[src/rtl/hzc_pkg.sv]
package hzc_pkg;
  typedef enum logic [1:0] {
    SRC_FILE  = 2'b00,
    SRC_WBREG = 2'b01,
    SRC_MEMRG = 2'b10
  } src_sel_e;
endpackage

[src/rtl/hzc_match.sv]
module hzc_match #(
  parameter int RW = 5
) (
  input  logic [RW-1:0] src,
  input  logic          used,
  input  logic [RW-1:0] dst,
  input  logic          wr,
  output logic          hit
);
  localparam logic [RW-1:0] ZERO_REG = '0;

  always_comb begin
    hit = used && wr && (dst != ZERO_REG) && (src == dst);
  end
endmodule

[src/rtl/hzc_stall.sv]
module hzc_stall #(
  parameter int NSRC        = 2,
  parameter bit SHARED_PORT = 1'b1
) (
  input  logic            fwd_en,
  input  logic            ex_load,
  input  logic [NSRC-1:0] hit_ex,
  input  logic [NSRC-1:0] hit_mem,
  input  logic            id_branch,
  input  logic            mem_access,
  output logic            stall,
  output logic            bubble,
  output logic            if_inhibit
);
  logic port_busy;
  logic any_ex;
  logic any_mem;
  logic data_wait;

  generate
    if (SHARED_PORT) begin : g_shared
      assign port_busy = mem_access;
    end else begin : g_split
      assign port_busy = 1'b0;
    end
  endgenerate

  always_comb begin
    any_ex  = |hit_ex;
    any_mem = |hit_mem;
    if (fwd_en) begin
      data_wait = any_ex && ex_load;
    end else begin
      data_wait = any_ex || any_mem;
    end
    stall      = data_wait;
    bubble     = data_wait;
    if_inhibit = !data_wait && (port_busy || id_branch);
  end
endmodule

[src/rtl/hzc_bypass_reg.sv]
module hzc_bypass_reg
  import hzc_pkg::*;
(
  input  logic       clk,
  input  logic       rst,
  input  logic       fwd_en,
  input  logic       hold,
  input  logic       hit_ex,
  input  logic       hit_mem,
  output logic [1:0] sel
);
  src_sel_e sel_q;
  src_sel_e sel_d;

  always_comb begin
    if (!fwd_en || hold) begin
      sel_d = SRC_FILE;
    end else if (hit_ex) begin
      sel_d = SRC_MEMRG;
    end else if (hit_mem) begin
      sel_d = SRC_WBREG;
    end else begin
      sel_d = SRC_FILE;
    end
  end

  always_ff @(posedge clk) begin
    if (rst) begin
      sel_q <= SRC_FILE;
    end else begin
      sel_q <= sel_d;
    end
  end

  assign sel = sel_q;
endmodule

[src/rtl/hzc_ctrl.sv]
module hzc_ctrl #(
  parameter int RW          = 5,
  parameter bit SHARED_PORT = 1'b1
) (
  input  logic          clk,
  input  logic          rst,
  input  logic          fwd_en,
  input  logic [RW-1:0] id_rs,
  input  logic [RW-1:0] id_rt,
  input  logic          id_rs_used,
  input  logic          id_rt_used,
  input  logic          id_branch,
  input  logic [RW-1:0] ex_dst,
  input  logic          ex_wr,
  input  logic          ex_load,
  input  logic [RW-1:0] mem_dst,
  input  logic          mem_wr,
  input  logic          mem_access,
  output logic [1:0]    sel_a,
  output logic [1:0]    sel_b,
  output logic          stall,
  output logic          bubble,
  output logic          if_inhibit
);
  localparam int NSRC = 2;

  logic [NSRC-1:0][RW-1:0] src_v;
  logic [NSRC-1:0]         used_v;
  logic [NSRC-1:0]         hit_ex;
  logic [NSRC-1:0]         hit_mem;
  logic [NSRC-1:0][1:0]    sel_v;
  logic                    stall_w;

  assign src_v[0]  = id_rs;
  assign src_v[1]  = id_rt;
  assign used_v[0] = id_rs_used;
  assign used_v[1] = id_rt_used;

  generate
    for (genvar g = 0; g < NSRC; g++) begin : g_src
      hzc_match #(.RW(RW)) u_m_ex (
        .src (src_v[g]),
        .used(used_v[g]),
        .dst (ex_dst),
        .wr  (ex_wr),
        .hit (hit_ex[g])
      );
      hzc_match #(.RW(RW)) u_m_mem (
        .src (src_v[g]),
        .used(used_v[g]),
        .dst (mem_dst),
        .wr  (mem_wr),
        .hit (hit_mem[g])
      );
      hzc_bypass_reg u_byp (
        .clk    (clk),
        .rst    (rst),
        .fwd_en (fwd_en),
        .hold   (stall_w),
        .hit_ex (hit_ex[g]),
        .hit_mem(hit_mem[g]),
        .sel    (sel_v[g])
      );
    end
  endgenerate

  hzc_stall #(.NSRC(NSRC), .SHARED_PORT(SHARED_PORT)) u_stall (
    .fwd_en    (fwd_en),
    .ex_load   (ex_load),
    .hit_ex    (hit_ex),
    .hit_mem   (hit_mem),
    .id_branch (id_branch),
    .mem_access(mem_access),
    .stall     (stall_w),
    .bubble    (bubble),
    .if_inhibit(if_inhibit)
  );

  assign stall = stall_w;
  assign sel_a = sel_v[0];
  assign sel_b = sel_v[1];
endmodule

[config.mk]
export PLATFORM = sky130hd
export DESIGN_NAME = hzc_ctrl
export DESIGN_NICKNAME = d
export VERILOG_FILES = /design/src/rtl/hzc_pkg.sv /design/src/rtl/hzc_match.sv /design/src/rtl/hzc_stall.sv /design/src/rtl/hzc_bypass_reg.sv /design/src/rtl/hzc_ctrl.sv
export SDC_FILE = /design/constraint.sdc
export NUM_CORES = 1
export LEC_CHECK = 0
export BUFFER_PORTS_ARGS = -buffer_cell sky130_fd_sc_hd__buf_2
export CORE_MARGIN = 2
export CORE_UTILIZATION = 30
export CTS_BUF_LIST = sky130_fd_sc_hd__clkbuf_4
export DETAILED_ROUTE_END_ITERATION = 10
export PLACE_DENSITY = 0.62
export SYNTH_ARGS = -nofsm -noshare
export SYNTH_HDL_FRONTEND = slang
export SYNTH_SLANG_ARGS = --single-unit
[constraint.sdc]
create_clock -name clk -period 1.9 [get_ports clk]
set_clock_uncertainty 0.1 [all_clocks]
set_input_delay 0.285 -clock clk [delete_from_list [all_inputs] [get_ports clk]]
set_output_delay 0.285 -clock clk [all_outputs]
set_load 0.1 [all_outputs]
# Word-level counts from Yosys, hierarchy flattened
# Index checks and enable logic that the tools add are counted.
[op_classes]
muxes = 5
n_eq_ne = 4
reduce_logical = 26
[ops]
columns = ["op", "count"]
rows = [
  ["$eq A5 B5 Y1", 4],
  ["$logic_and A1 B1 Y1", 14],
  ["$reduce_bool A5 Y1", 2],
  ["$reduce_or A2 Y1", 3],
  ["$reduce_or A3 Y1", 2],
  ["$mux W2", 2],
  ["$logic_or A1 B1 Y1", 3],
  ["$mux W1", 3],
  ["$logic_not A1 Y1", 2],
]
[totals]
inputBits = 30
elab_cells = 39
regBits = 4
out_inout_bits = 7

# Longest topological paths before layout
[depth]
depth_word = 8
mapped_depth = 6
mapped_depth_nobuf = 5

# Cells and area by module
# Synthesis repeated with hierarchy kept, for this count alone.
[hier_totals]
hier_cells = 57
area_unflattened_um2 = 469.2
[by_module_without_submodules]
columns = ["mod", "area_per_inst_um2", "seq_area_each_um2", "cells_each", "instances"]
rows = [
  ["hzc_match", 76.3, 0.0, 10, 4],
  ["hzc_bypass_reg", 61.3, 40.0, 5, 2],
  ["hzc_stall", 41.3, 0.0, 7, 1],
]

# Worst setup path before layout
# Ideal clock, no wire load.
[synth_path]
path_kind = "input-to-output"
startpoint = "in ex_dst[2]"
endpoint = "out if_inhibit"
path_buffers = 0
arrival_time_ns = 4.003
setup_slack_ns = -2.488
stages = 4
t_required_ns = 1.515
cell_sequence = "or4_4 -> o21ai_4 -> a211oi_2 -> nor4_1"
[synth_via]
elab_chain_cells = 8
elab_cells_between_ends = 13
classes_between = "eq/ne (2); mux (1); reduce/logical (10)"
[synth_rtl]
columns = ["element", "line", "rtl"]
rows = [
  ["from (decl)", "hzc_ctrl.sv:13", "input logic [RW-1:0] ex_dst,"],
  ["$reduce_bool A5 Y1", "hzc_match.sv:13", "hit = used && wr && (dst != ZERO_REG) && (src == dst);"],
  ["$logic_and A1 B1 Y1 (2 in series)", "hzc_match.sv:13", ""],
  ["$reduce_or A2 Y1 (*)", "hzc_stall.sv:29", "any_ex = |hit_ex;"],
  ["$logic_or A1 B1 Y1 / $logic_and A1 B1 Y1 (equally long branches)", "hzc_stall.sv:34, hzc_stall.sv:32", ""],
  ["$mux W1 (*)", "hzc_stall.sv:31", "if (fwd_en) begin"],
  ["$logic_not A1 Y1 (*)", "hzc_stall.sv:38", "if_inhibit = !data_wait && (port_busy || id_branch);"],
  ["$logic_and A1 B1 Y1 (*)", "hzc_stall.sv:38", ""],
  ["to (decl)", "hzc_ctrl.sv:23", "output logic if_inhibit"],
]
# Every way passes the cells marked *; elsewhere a longest branch is shown, timed or not.

# Final worst setup path
# Same ends and word-level chain as after synthesis.

==> metrics <==
outcome finished with violations; type of the most critical hold path in2reg; cell at the slowest stage of the critical path sky130_fd_sc_hd__or4_4; share of cells above drive strength 1 0.619; storage element area ~80 um^2; CP Capture Type output port; antenna diode instance count 0; fmax 462 MHz; number of cells produced by synthesis 55; unrepaired setup endpoints after global routing true; highest cell delay on the worst timing path 0.55 ns; initial antenna violation count 0; required time of the critical path 1.51 ns; post-synthesis sequential area ratio 0.170; cell type with the highest aggregate area in the netlist sky130_fd_sc_hd__xor2_1; startpoint-to-endpoint class of the critical path in2out; arrival time of the worst setup path 1.78 ns; filler cell count in the final layout 145; Max Fanout on Critical Path 3; Root Buffer sky130_fd_sc_hd__clkbuf_4; maximum vdd ir drop 0.152 mV; initial core utilization 0.316; global-route wire length before repair about 2200 um; final estimated routing congestion in global placement 0.772; top cells by area, synth sky130_fd_sc_hd__xor2_1, sky130_fd_sc_hd__dfxtp_1, sky130_fd_sc_hd__xnor2_1; failing checks negative setup slack; site row count 14; vias after detailed routing 619; DRC violations left 0; clock buffer depth 2; number of input and output port buffers inserted 36; top cell type's share of synthesized area 0.261; average wire length per cell after detail routing 11.1 um; average cell area after synthesis 8.55 um^2; net switching power figure between 100 and 150 uW; layout-stage area growth over the synthesis result 101%; hold path cells 2; number of nets still failing antenna checks after routing 0; Synth cell types 21; Final Max Slew Viols 0; Die H 43.6 um; post-layout power 362 uW; vias in the first global route 602; switch share 0.330; total number of clock tree sinks 4; number of nets at the end of the flow 145; total routed wirelength 1430 um; Hold Path Origin ex_load; Synthesized Nets between 80 and 90; vias per cell 4.80; count of boundary I/O pins 37; area taken by multi-input logic gates about 420 um^2; die area 1900 um^2; final core area utilization 0.636; cell area after synthesis 470 um^2; Startpoint Class primary input; worst slew margin relative to its limit 0.677; Leakage 0.435 nW; pin count of the biggest net entering global routing 5; CP Cell Sequence buf_6, or4_4, o21ai_4, a211oi_2, buf_4, nor4_4, buf_12; setup ws final -0.265 ns; depth of the CTS H-tree 1; final-report setup violation count 3; count of endpoints failing hold in the final timing report 0; overall routing resource usage 0.158; remaining global-route overflow 0; CTS tree built; core outline area approximately 1500 um^2; Flop pwr share 0.234; post-route worst hold slack 0.151 ns; part of the total power dissipated in the clock network 0.283; number of clock buffers inserted by TritonCTS 3; Tcrit/Tclk final 1.14; flop and latch count out of synthesis 4; flip-flop count of the largest register, all copies and words added 4; max cap viols 0; worst setup path startpoint ex_dst[2]; floorplan die width ~44 um; power per cell area 383 nW/um^2; count of TritonRoute iterations in the first routing pass 4; hold-fix buffers at CTS 0; Synth warnings 0; Gate power share 0.483; slew of the pin with the lowest slew margin 0.488 ns; number of design-rule violations left by the first detailed-router iteration 1; time the worst path needs with I/O delays and setup 2.16 ns; register clock-pin slew on the reported worst setup and hold paths 0.04 ns; Internal Power roughly 240 uW
cell type report:
| cell class | count | area share |
|---|---|---|
| Inverter | 1 | 0.00396 |
| Tap cell | 16 | 0.0211 |
| Sequential cell | 4 | 0.0845 |
| Timing Repair Buffer | 56 | 0.420 |
| Multi-Input combinational cell | 49 | 0.446 |
| Clock buffer | 3 | 0.0238 |
kinds of logic after synthesis:
kind of cell	count (synthesis)	share of synthesized area
flops	4	0.170
simple gates	20	0.277
compound gates	9	0.157
buf+inv	2	0.0239
xor+xnor	20	0.372
cells in the mapped netlist, drive strengths merged:
cell,count
dfxtp,4
a21oi,1
buf,1
inv,1
nand4,2
o21ai,3
nor2,2
nand2,3
or3,1
o21a,1
a211oi,4
or4,1
nand3,2
nor3,1
xor2,14
nand2b,1
xnor2,6
nor4,7
placed cells by master (no fill, tap or decap), drive strengths merged, types with 2 or more instances in the layout:
cell	synthesis	final
buf	1	56
nand3	2	2
nand4	2	2
xor2	14	14
clkbuf	0	3
xnor2	6	6
a211oi	4	4
nand2	3	3
nor2	2	2
nor4	7	7
o21ai	3	3
dfxtp	4	4
routing by layer:
layer,GRT usage,wire length [um],part of all wire
met1,0.152,471,0.33
met2,0.326,855,0.60
met3,0.0125,96,0.067
met4,0.0727,10,0.0070
met5,0,0,0
per-stage QoR:
stage / setup TNS, ns / setup slack (ns) / instances / cell area (um^2)
after global routing: -0.891 / -0.308 / 129 / 947
after detailed placement: -0.904 / -0.307 / 124 / 868
final: -0.770 / -0.265 / 129 / 947
after floorplan: -1.08 / -0.608 / 55 / 508
after CTS: -0.840 / -0.283 / 128 / 911
after global placement: -0.839 / -0.283 / 124 / 868
worst max-delay path: cells and delay by family:
kind / cells / cell delay, ns
buffers and inverters: 3 / 0.44
AND/OR/NAND/NOR: 2 / 0.80
AO/OA/AOI/OAI: 2 / 0.23
timing repair:
| action | 4_1_cts | 5_1_grt |
|---|---|---|
| pin swaps | 0 | 3 |
| buffers inserted | 1 | 1 |
| setup endpoints to repair | 3 | 3 |
| resized for setup | 3 | 6 |
power by group through the flow:
stage | clock network [mW] | logic, mW | registers, mW
global placement | 0 | 0.162 | 0.0859
finish | 0.103 | 0.175 | 0.0847
CTS | 0.106 | 0.170 | 0.0847
global route | 0.108 | 0.189 | 0.0846
detailed placement | 0 | 0.166 | 0.0859
floorplan | 0 | 0.0778 | 0.0873
final timing paths:
| path | end | slack, ns |
|---|---|---|
| hold / removal | g_src[1].u_byp.sel[1] | 0.15 |
| setup / recovery | if_inhibit | -0.26 |
Note: power is estimated with default switching activity, not from simulation.
